`config.mk`:
```
export PLATFORM = sky130hd
export DESIGN_NAME = sie_cmd_engine
export DESIGN_NICKNAME = d
export VERILOG_FILES = /design/src/rtl/sie_cmd_pkg.sv /design/src/rtl/sie_cmd_seq.sv /design/src/rtl/sie_dev_regs.sv /design/src/rtl/sie_ep_bank.sv /design/src/rtl/sie_cmd_engine.sv
export SDC_FILE = /design/constraint.sdc
export NUM_CORES = 1
export LEC_CHECK = 0
export ABC_AREA = 1
export BUFFER_PORTS_ARGS = -buffer_cell sky130_fd_sc_hd__buf_2
export CAP_MARGIN = 40
export CORE_ASPECT_RATIO = 2
export CORE_MARGIN = 3
export CORE_UTILIZATION = 50
export CTS_CLUSTER_SIZE = 28
export DETAILED_ROUTE_END_ITERATION = 10
export PLACE_DENSITY = 0.83
export SYNTH_ARGS = -nofsm -noshare
export SYNTH_HDL_FRONTEND = slang
export SYNTH_HIERARCHICAL = 1
export SYNTH_SLANG_ARGS = --single-unit
```
`constraint.sdc`:
```
create_clock -name clk -period 1.8 [get_ports clk]
set_clock_uncertainty 0.2 [all_clocks]
set_input_delay 0.09 -clock clk [delete_from_list [all_inputs] [get_ports clk]]
set_output_delay 0.09 -clock clk [all_outputs]
set_load 0.1 [all_outputs]
```
`src/rtl/sie_cmd_pkg.sv`:
```
package sie_cmd_pkg;

    // phase field values
    localparam logic [7:0] PH_WRITE = 8'h01;
    localparam logic [7:0] PH_READ  = 8'h02;
    localparam logic [7:0] PH_CMD   = 8'h05;

    // command codes
    localparam logic [7:0] C_SET_ADDR   = 8'hD0;
    localparam logic [7:0] C_CONFIG     = 8'hD8;
    localparam logic [7:0] C_DEV_STAT   = 8'hFE;
    localparam logic [7:0] C_CLR_BUF    = 8'hF2;
    localparam logic [7:0] C_VAL_BUF    = 8'hFA;
    localparam logic [7:0] C_SETEP_BASE = 8'h40;

    typedef enum logic [1:0] {
        S_IDLE,
        S_WANT_WR,
        S_WANT_RD,
        S_WANT_ANY
    } seq_state_e;

    typedef enum logic [2:0] {
        OP_NONE,
        OP_ADDR,
        OP_CONF,
        OP_DSTAT,
        OP_SEL,
        OP_SETEP,
        OP_CLR
    } pend_op_e;

endpackage

```
`src/rtl/sie_cmd_seq.sv`:
```
module sie_cmd_seq
    import sie_cmd_pkg::*;
#(
    parameter int NEP = 4,
    parameter int IW  = 2
) (
    input  logic          clk,
    input  logic          rst_n,
    input  logic          cmd_wr,
    input  logic [23:8]   cmd_word,
    input  logic [7:0]    dev_stat_byte,
    input  logic [7:0]    ep_sel_byte,
    input  logic [7:0]    ep_clr_byte,
    output logic          cmd_empty,
    output logic          data_full,
    output logic [31:0]   cmd_rdata,
    output logic          wr_addr,
    output logic          wr_conf,
    output logic          wr_dstat,
    output logic          rd_dstat,
    output logic          sel_go,
    output logic          sel_rd,
    output logic          setep_go,
    output logic          clr_rd,
    output logic          val_go,
    output logic [IW-1:0] op_idx,
    output logic [7:0]    op_byte
);

    localparam logic [7:0] NEP_B = 8'(NEP);

    logic [7:0] phase;
    logic [7:0] pay;
    assign phase   = cmd_word[15:8];
    assign pay     = cmd_word[23:16];
    assign op_byte = pay;

    seq_state_e    state, nxt_state;
    pend_op_e      pend_op, nxt_op;
    logic [7:0]    pend_code;
    logic [IW-1:0] pend_idx;

    // decode of the payload of a command phase
    seq_state_e cmd_state;
    pend_op_e   cmd_op;
    logic       cmd_val;

    always_comb begin
        cmd_state = S_IDLE;
        cmd_op    = OP_NONE;
        cmd_val   = 1'b0;
        if (pay == C_SET_ADDR) begin
            cmd_state = S_WANT_WR;
            cmd_op    = OP_ADDR;
        end else if (pay == C_CONFIG) begin
            cmd_state = S_WANT_WR;
            cmd_op    = OP_CONF;
        end else if (pay == C_DEV_STAT) begin
            cmd_state = S_WANT_ANY;
            cmd_op    = OP_DSTAT;
        end else if (pay == C_CLR_BUF) begin
            cmd_state = S_WANT_RD;
            cmd_op    = OP_CLR;
        end else if (pay == C_VAL_BUF) begin
            cmd_val   = 1'b1;
        end else if (pay < NEP_B) begin
            cmd_state = S_WANT_RD;
            cmd_op    = OP_SEL;
        end else if (pay >= C_SETEP_BASE && pay < (C_SETEP_BASE + NEP_B)) begin
            cmd_state = S_WANT_WR;
            cmd_op    = OP_SETEP;
        end
    end

    logic is_cmd, is_wr, is_rd;
    assign is_cmd = cmd_wr && (phase == PH_CMD);
    assign is_wr  = cmd_wr && (phase == PH_WRITE);
    assign is_rd  = cmd_wr && (phase == PH_READ) && (pay == pend_code);

    logic fire_empty, fire_full, wr_go, rd_go;

    always_comb begin
        nxt_state  = state;
        nxt_op     = pend_op;
        fire_empty = 1'b0;
        fire_full  = 1'b0;
        wr_go      = 1'b0;
        rd_go      = 1'b0;
        if (is_cmd) begin
            // take command: allowed from every state
            nxt_state  = cmd_state;
            nxt_op     = cmd_op;
            fire_empty = 1'b1;
        end else begin
            unique case (state)
                S_IDLE: ;
                S_WANT_WR: begin
                    if (is_wr) begin
                        wr_go      = 1'b1;
                        fire_empty = 1'b1;
                        nxt_state  = S_IDLE;
                        nxt_op     = OP_NONE;
                    end
                end
                S_WANT_RD: begin
                    if (is_rd) begin
                        rd_go     = 1'b1;
                        fire_full = 1'b1;
                        nxt_state = S_IDLE;
                        nxt_op    = OP_NONE;
                    end
                end
                S_WANT_ANY: begin
                    if (is_wr) begin
                        wr_go      = 1'b1;
                        fire_empty = 1'b1;
                        nxt_state  = S_IDLE;
                        nxt_op     = OP_NONE;
                    end else if (is_rd) begin
                        rd_go     = 1'b1;
                        fire_full = 1'b1;
                        nxt_state = S_IDLE;
                        nxt_op    = OP_NONE;
                    end
                end
                default: ;
            endcase
        end
    end

    assign wr_addr  = wr_go && (pend_op == OP_ADDR);
    assign wr_conf  = wr_go && (pend_op == OP_CONF);
    assign wr_dstat = wr_go && (pend_op == OP_DSTAT);
    assign setep_go = wr_go && (pend_op == OP_SETEP);
    assign rd_dstat = rd_go && (pend_op == OP_DSTAT);
    assign sel_rd   = rd_go && (pend_op == OP_SEL);
    assign clr_rd   = rd_go && (pend_op == OP_CLR);
    assign sel_go   = is_cmd && (cmd_op == OP_SEL);
    assign val_go   = is_cmd && cmd_val;
    assign op_idx   = sel_go ? pay[IW-1:0] : pend_idx;

    logic [7:0] rd_byte;
    always_comb begin
        rd_byte = 8'h00;
        if (pend_op == OP_DSTAT)    rd_byte = dev_stat_byte;
        else if (pend_op == OP_SEL) rd_byte = ep_sel_byte;
        else if (pend_op == OP_CLR) rd_byte = ep_clr_byte;
    end

    // state register
    always_ff @(posedge clk) begin
        if (!rst_n) begin
            state     <= S_IDLE;
            pend_op   <= OP_NONE;
            pend_code <= 8'h00;
            pend_idx  <= '0;
        end else begin
            state   <= nxt_state;
            pend_op <= nxt_op;
            if (is_cmd) begin
                pend_code <= pay;
                pend_idx  <= pay[IW-1:0];
            end
        end
    end

    // outputs
    always_ff @(posedge clk) begin
        if (!rst_n) begin
            cmd_empty <= 1'b0;
            data_full <= 1'b0;
            cmd_rdata <= 32'h0;
        end else begin
            cmd_empty <= fire_empty;
            data_full <= fire_full;
            if (fire_full) cmd_rdata <= {24'h0, rd_byte};
        end
    end

endmodule

```
`src/rtl/sie_dev_regs.sv`:
```
module sie_dev_regs (
    input  logic       clk,
    input  logic       rst_n,
    input  logic       wr_addr,
    input  logic       wr_conf,
    input  logic       wr_dstat,
    input  logic       rd_dstat,
    input  logic [7:0] op_byte,
    input  logic       bus_reset,
    input  logic       bus_suspend,
    input  logic       conn_drop,
    output logic [6:0] dev_addr,
    output logic       dev_addr_en,
    output logic       dev_configured,
    output logic       dev_connect,
    output logic [7:0] dev_stat_byte
);

    logic con_chg, sus_q, sus_chg, rst_seen;

    always_ff @(posedge clk) begin
        if (!rst_n) begin
            dev_addr       <= 7'h0;
            dev_addr_en    <= 1'b0;
            dev_configured <= 1'b0;
            dev_connect    <= 1'b0;
            con_chg        <= 1'b0;
            sus_q          <= 1'b0;
            sus_chg        <= 1'b0;
            rst_seen       <= 1'b0;
        end else begin
            if (wr_addr) begin
                dev_addr    <= op_byte[6:0];
                dev_addr_en <= op_byte[7];
            end
            if (wr_conf) dev_configured <= op_byte[0];

            if (conn_drop)     dev_connect <= 1'b0;
            else if (wr_dstat) dev_connect <= op_byte[0];

            if (conn_drop)     con_chg <= 1'b1;
            else if (rd_dstat) con_chg <= 1'b0;

            sus_q <= bus_suspend;
            if (bus_suspend != sus_q) sus_chg <= 1'b1;
            else if (rd_dstat)        sus_chg <= 1'b0;

            if (bus_reset)     rst_seen <= 1'b1;
            else if (rd_dstat) rst_seen <= 1'b0;
        end
    end

    assign dev_stat_byte = {3'b000, rst_seen, sus_chg, sus_q, con_chg, dev_connect};

endmodule

```
`src/rtl/sie_ep_bank.sv`:
```
module sie_ep_bank #(
    parameter int NEP = 4,
    parameter int IW  = 2
) (
    input  logic           clk,
    input  logic           rst_n,
    input  logic           sel_go,
    input  logic           sel_rd,
    input  logic           setep_go,
    input  logic           clr_rd,
    input  logic           val_go,
    input  logic [IW-1:0]  op_idx,
    input  logic [7:0]     op_byte,
    input  logic [NEP-1:0] ep_rx_pkt,
    input  logic [NEP-1:0] ep_rx_setup,
    input  logic [NEP-1:0] ep_nak,
    output logic [7:0]     ep_sel_byte,
    output logic [7:0]     ep_clr_byte,
    output logic [NEP-1:0] ep_stalled,
    output logic [NEP-1:0] ep_disabled
);

    logic [IW-1:0]  sel_idx;
    logic [NEP-1:0] full_v, setup_v, ovw_v, nak_v;
    logic           cnd_pair;

    // conditional stall addressed to either control endpoint
    assign cnd_pair = setep_go && op_byte[7] && (int'(op_idx) < 2);

    always_ff @(posedge clk) begin
        if (!rst_n)      sel_idx <= '0;
        else if (sel_go) sel_idx <= op_idx;
    end

    for (genvar i = 0; i < NEP; i++) begin : g_ep
        localparam bit IS_CTRL = (i < 2);
        logic hit, on_sel;
        logic full_r, setup_r, ovw_r, nak_r, stall_r, dis_r;

        assign hit    = setep_go && (op_idx == IW'(i));
        assign on_sel = (sel_idx == IW'(i));

        always_ff @(posedge clk) begin
            if (!rst_n) begin
                full_r  <= 1'b0;
                setup_r <= 1'b0;
                ovw_r   <= 1'b0;
                nak_r   <= 1'b0;
                stall_r <= 1'b0;
                dis_r   <= 1'b0;
            end else begin
                if (ep_rx_pkt[i] && !dis_r) begin
                    if (full_r) ovw_r <= 1'b1;
                    full_r  <= 1'b1;
                    setup_r <= ep_rx_setup[i];
                end
                if (ep_nak[i])             nak_r <= 1'b1;
                else if (sel_rd && on_sel) nak_r <= 1'b0;
                if (clr_rd && on_sel) begin
                    full_r  <= 1'b0;
                    setup_r <= 1'b0;
                    ovw_r   <= 1'b0;
                end
                if (val_go && on_sel) full_r <= 1'b1;
                if (hit) begin
                    stall_r <= op_byte[0];
                    dis_r   <= op_byte[5];
                    if (op_byte == 8'h00) begin
                        full_r  <= 1'b0;
                        setup_r <= 1'b0;
                        ovw_r   <= 1'b0;
                        nak_r   <= 1'b0;
                    end
                end
                if (IS_CTRL && cnd_pair) stall_r <= 1'b1;
            end
        end

        assign full_v[i]      = full_r;
        assign setup_v[i]     = setup_r;
        assign ovw_v[i]       = ovw_r;
        assign nak_v[i]       = nak_r;
        assign ep_stalled[i]  = stall_r;
        assign ep_disabled[i] = dis_r;
    end

    assign ep_sel_byte = {1'b0, full_v[sel_idx], nak_v[sel_idx], ovw_v[sel_idx],
                          setup_v[sel_idx], ep_stalled[sel_idx], full_v[sel_idx]};
    assign ep_clr_byte = {7'h00, ovw_v[sel_idx]};

endmodule

```
`src/rtl/sie_cmd_engine.sv`:
```
module sie_cmd_engine #(
    parameter int NEP = 4
) (
    input  logic           clk,
    input  logic           rst_n,
    input  logic           cmd_wr,
    input  logic [23:8]    cmd_word,
    output logic [31:0]    cmd_rdata,
    output logic           cmd_empty,
    output logic           data_full,
    input  logic           bus_reset,
    input  logic           bus_suspend,
    input  logic           conn_drop,
    input  logic [NEP-1:0] ep_rx_pkt,
    input  logic [NEP-1:0] ep_rx_setup,
    input  logic [NEP-1:0] ep_nak,
    output logic [6:0]     dev_addr,
    output logic           dev_addr_en,
    output logic           dev_configured,
    output logic           dev_connect,
    output logic [NEP-1:0] ep_stalled,
    output logic [NEP-1:0] ep_disabled
);

    localparam int IW = (NEP > 2) ? $clog2(NEP) : 1;

    logic          wr_addr, wr_conf, wr_dstat, rd_dstat;
    logic          sel_go, sel_rd, setep_go, clr_rd, val_go;
    logic [IW-1:0] op_idx;
    logic [7:0]    op_byte, dev_stat_byte, ep_sel_byte, ep_clr_byte;

    sie_cmd_seq #(.NEP(NEP), .IW(IW)) u_seq (
        .clk(clk), .rst_n(rst_n), .cmd_wr(cmd_wr), .cmd_word(cmd_word),
        .dev_stat_byte(dev_stat_byte), .ep_sel_byte(ep_sel_byte), .ep_clr_byte(ep_clr_byte),
        .cmd_empty(cmd_empty), .data_full(data_full), .cmd_rdata(cmd_rdata),
        .wr_addr(wr_addr), .wr_conf(wr_conf), .wr_dstat(wr_dstat), .rd_dstat(rd_dstat),
        .sel_go(sel_go), .sel_rd(sel_rd), .setep_go(setep_go), .clr_rd(clr_rd),
        .val_go(val_go), .op_idx(op_idx), .op_byte(op_byte)
    );

    sie_dev_regs u_dev (
        .clk(clk), .rst_n(rst_n), .wr_addr(wr_addr), .wr_conf(wr_conf),
        .wr_dstat(wr_dstat), .rd_dstat(rd_dstat), .op_byte(op_byte),
        .bus_reset(bus_reset), .bus_suspend(bus_suspend), .conn_drop(conn_drop),
        .dev_addr(dev_addr), .dev_addr_en(dev_addr_en), .dev_configured(dev_configured),
        .dev_connect(dev_connect), .dev_stat_byte(dev_stat_byte)
    );

    sie_ep_bank #(.NEP(NEP), .IW(IW)) u_ep (
        .clk(clk), .rst_n(rst_n), .sel_go(sel_go), .sel_rd(sel_rd), .setep_go(setep_go),
        .clr_rd(clr_rd), .val_go(val_go), .op_idx(op_idx), .op_byte(op_byte),
        .ep_rx_pkt(ep_rx_pkt), .ep_rx_setup(ep_rx_setup), .ep_nak(ep_nak),
        .ep_sel_byte(ep_sel_byte), .ep_clr_byte(ep_clr_byte),
        .ep_stalled(ep_stalled), .ep_disabled(ep_disabled)
    );

endmodule

```
==> flow_summary.json <==
{
  "status": "complete, but fails checks",
  "violations": "setup timing",
  "htreeDepth": 3,
  "synth_area_leaders": "dfxtp_1, nand2_1, buf_4, nor2_1, inv_1",
  "power_density_nw_per_um2": 730,
  "antenna_found_initial": 0,
  "whs_ps": 36.2,
  "synth_edf_count": 0,
  "path_delay_family": "simple AND/OR/NAND/NOR gates",
  "crit_cells": 13,
  "clock_latency_ps": 340,
  "synthFlopType": "dfxtp_1",
  "critPathMaxFanout": 5,
  "grt_pass1_wl_um": 18100,
  "fp.dieH_um": 132,
  "clkSlewWorstSetupHoldPaths_ps": 60,
  "drive_above_1_share_pct": 34.1,
  "globalRoute.totalOverflow": 0,
  "worstSetupEndpointType": "flip-flop",
  "cts_buffers": 9,
  "area_growth_pct": 34.8,
  "hp-class": "input port to flip-flop",
  "ant_nets": 0,
  "syn_inst": 607,
  "endpoint": "u_ep/g_ep[2].setup_r",
  "r2r_end": "u_ep/g_ep[2].setup_r",
  "n_fill_cell": 613,
  "cap_violations": 0,
  "die-area_um2": 9080,
  "track_usage_pct": 26.4,
  "dpl-instance-area_um2": 4360,
  "syn_area_um2": 3950,
  "fmax_ghz": 0.529,
  "register_area_um2": 1280,
  "start_kind": "flip-flop",
  "fp.coreArea_um2": 7660,
  "r2r-start": "u_seq/state[0]",
  "ios": 86,
  "yosysWarnings": 6,
  "synth_top_area_cell": "dfxtp_1",
  "critPathMaxStageDelay_ps": 320,
  "diodes": 0,
  "ys_ff_latch": 63,
  "setup_ws_ps": -90.5,
  "drt_first_pass_iters": 6,
  "place.gp.congestion": 0.923,
  "r2r_slack_ps": -90,
  "arrival_ps": 1910,
  "cts_tree": "done",
  "cts-root-buf": "clkbuf_16",
  "rows": 45,
  "cts.sinks": 63,
  "cpMaxStageDelayCell": "dfxtp_2",
  "clock_path_buffers": 2,
  "ys_seq_area_share_pct": 31.9,
  "drc": 0,
  "path_cells": "clkinv_2 > nor2_2 > buf_4 > o21ai_4 > nand2_4 > nor2_8 > inv_4 > nor2_4 > nand2_2 > nand2_2 > inv_2 > nand2_2 > nor2_1",
  "drt_wl_total_um": 12000,
  "critPathKind": "flip-flop to flip-flop",
  "crit_top_cell": "nand2_2",
  "grt_pass1_vias": 4275,
  "setup_violations": 14,
  "dp_hpwl_um": 8010,
  "synth_top_area_share_pct": 31.9,
  "vias": 4294,
  "wire_per_inst_um": 14.4,
  "syn_avg_cell_area_um2": 6.51,
  "port_buffers": 61,
  "rr_worst_depth": 13,
  "finalHoldViolations": 0,
  "crit_start": "u_seq/state[0]",
  "die_x_um": 68.9,
  "via_per_inst": 5.13,
  "period_share_pct": 105,
  "rsz0062_at_grt": "true",
  "timing.critical_path.buf_inv": 4,
  "p_leak_nw": 2.57,
  "grt_max_degree": 25,
  "finalInstanceArea_um2": 5330,
  "ir_drop_mv": 0.458,
  "synthArstFlopShare_pct": 0,
  "slew_viol_final": 0,
  "synth.distinct_cells": 41,
  "start_util_pct": 51.6,
  "required_ps": 1820,
  "fin_crit_ps": 1890,
  "multi_input_area_um2": 2170,
  "fin_nets": 772,
  "detail_route.iter0.violations": 350
}
worst min-delay path: stages:
cell and delay, ps:
buf_2 160, nor2_1 80, inv_1 60, o21ai_1 70, nor2_1 80
area by class of cell:
class / count / share of cell area [%]
Clock inverter: 6 / 1.60
Timing Repair Buffer: 156 / 20.8
Sequential cell: 63 / 24.0
Inverter: 88 / 6.36
Multi-Input combinational cell: 420 / 40.7
Clock buffer: 10 / 4.30
Tap cell: 94 / 2.21
worst min-delay path by stage:
stage / from / endpoint / slack, ps / depth (start not counted)
6_report: cmd_word[16] / u_ep/g_ep[1].stall_r / 40 / 5
3_3_place_gp: bus_suspend / u_dev/sus_q / 100 / 3
2_1_floorplan: bus_suspend / u_dev/sus_q / -10 / 2
3_5_place_dp: bus_suspend / u_dev/sus_q / 110 / 3
5_1_grt: cmd_word[23] / u_ep/g_ep[0].stall_r / 50 / 4
4_1_cts: rst_n / u_ep/g_ep[2].stall_r / 20 / 3
routing by layer:
layer / share of wire (%) / vias to the layer above / GRT usage, %
met4: 7.8 / 0 / 20.0
li1: - / 2068 / -
met2: 55 / 180 / 49.0
met1: 33 / 1969 / 22.7
met3: 4.5 / 77 / 4.52
met5: 0 / - / 0
cells by family (layout without fill, tap and decap cells):
| family | Yosys count | in the layout | synth area share (%) |
|---|---|---|---|
| and+or+nand+nor | 291 | 291 | 33.2 |
| other | 3 | 36 | 0.285 |
| buffers and inverters | 157 | 260 | 21.6 |
| AOI/OAI and AO/OA | 93 | 93 | 13.0 |
| DFF | 63 | 63 | 31.9 |
stage by stage:
| stage | TNS, ps | total power [mW] | setup WS (ps) | utilization, % | std cells |
|---|---|---|---|---|---|
| 3_5_place_dp | -3880 | 1.97 | -233 | 57.0 | 775 |
| 5_1_grt | -2670 | 4.01 | -204 | 69.6 | 837 |
| 6_report | -587 | 3.89 | -90.5 | 69.6 | 837 |
| 3_3_place_gp | -1970 | 1.96 | -127 | 57.0 | 775 |
| 2_1_floorplan | 0 | 1.93 | 6.62 | - | 640 |
| 4_1_cts | -1210 | 3.87 | -86.1 | 67.4 | 834 |
Yosys cell counts, types with 4 or more instances:
master,number
nand2_2,6
nor3_1,4
o21ai_0,32
inv_1,69
nand4_1,6
dfxtp_1,63
clkbuf_1,4
nor2_1,71
o21ai_1,7
inv_2,13
nand3_1,31
nor2_2,23
nand2_1,138
buf_4,60
a31oi_1,8
a21oi_1,33
state kept, by name, indices dropped and copies added (netlist names), 3 cells and up:
name	count
u_seq/cmd_rdata	8
u_seq/pend_code	8
u_dev/dev_addr	7
u_ep/g_ep.dis_r	4
u_ep/g_ep.full_r	4
u_ep/g_ep.nak_r	4
u_ep/g_ep.ovw_r	4
u_ep/g_ep.setup_r	4
u_ep/g_ep.stall_r	4
u_seq/pend_op	3
where the power goes:
| group | switching [mW] | internal (mW) |
|---|---|---|
| registers | 0.0201 | 1.42 |
| logic | 0.420 | 0.177 |
| clock network | 0.642 | 1.21 |
| total | 1.08 | 2.81 |
layout by cell type (no fill, tap or decap), types with 27 or more instances in the layout:
| cell type | instances |
|---|---|
| nand2_1 | 121 |
| nor2_1 | 69 |
| inv_1 | 62 |
| buf_2 | 61 |
| buf_4 | 59 |
| dfxtp_1 | 52 |
| conb_1 | 36 |
| dlygate4sd3_1 | 34 |
| o21ai_0 | 27 |
repair_timing:
item                                    4_1_cts  5_1_grt
buffers inserted                              9        3
pin swaps                                    18       19
endpoints found under the setup margin       30       36
endpoints found under the hold margin        35        0
resized for setup                            27       48
hold buffers                                 34        0
(Power assumes the default switching activity.)
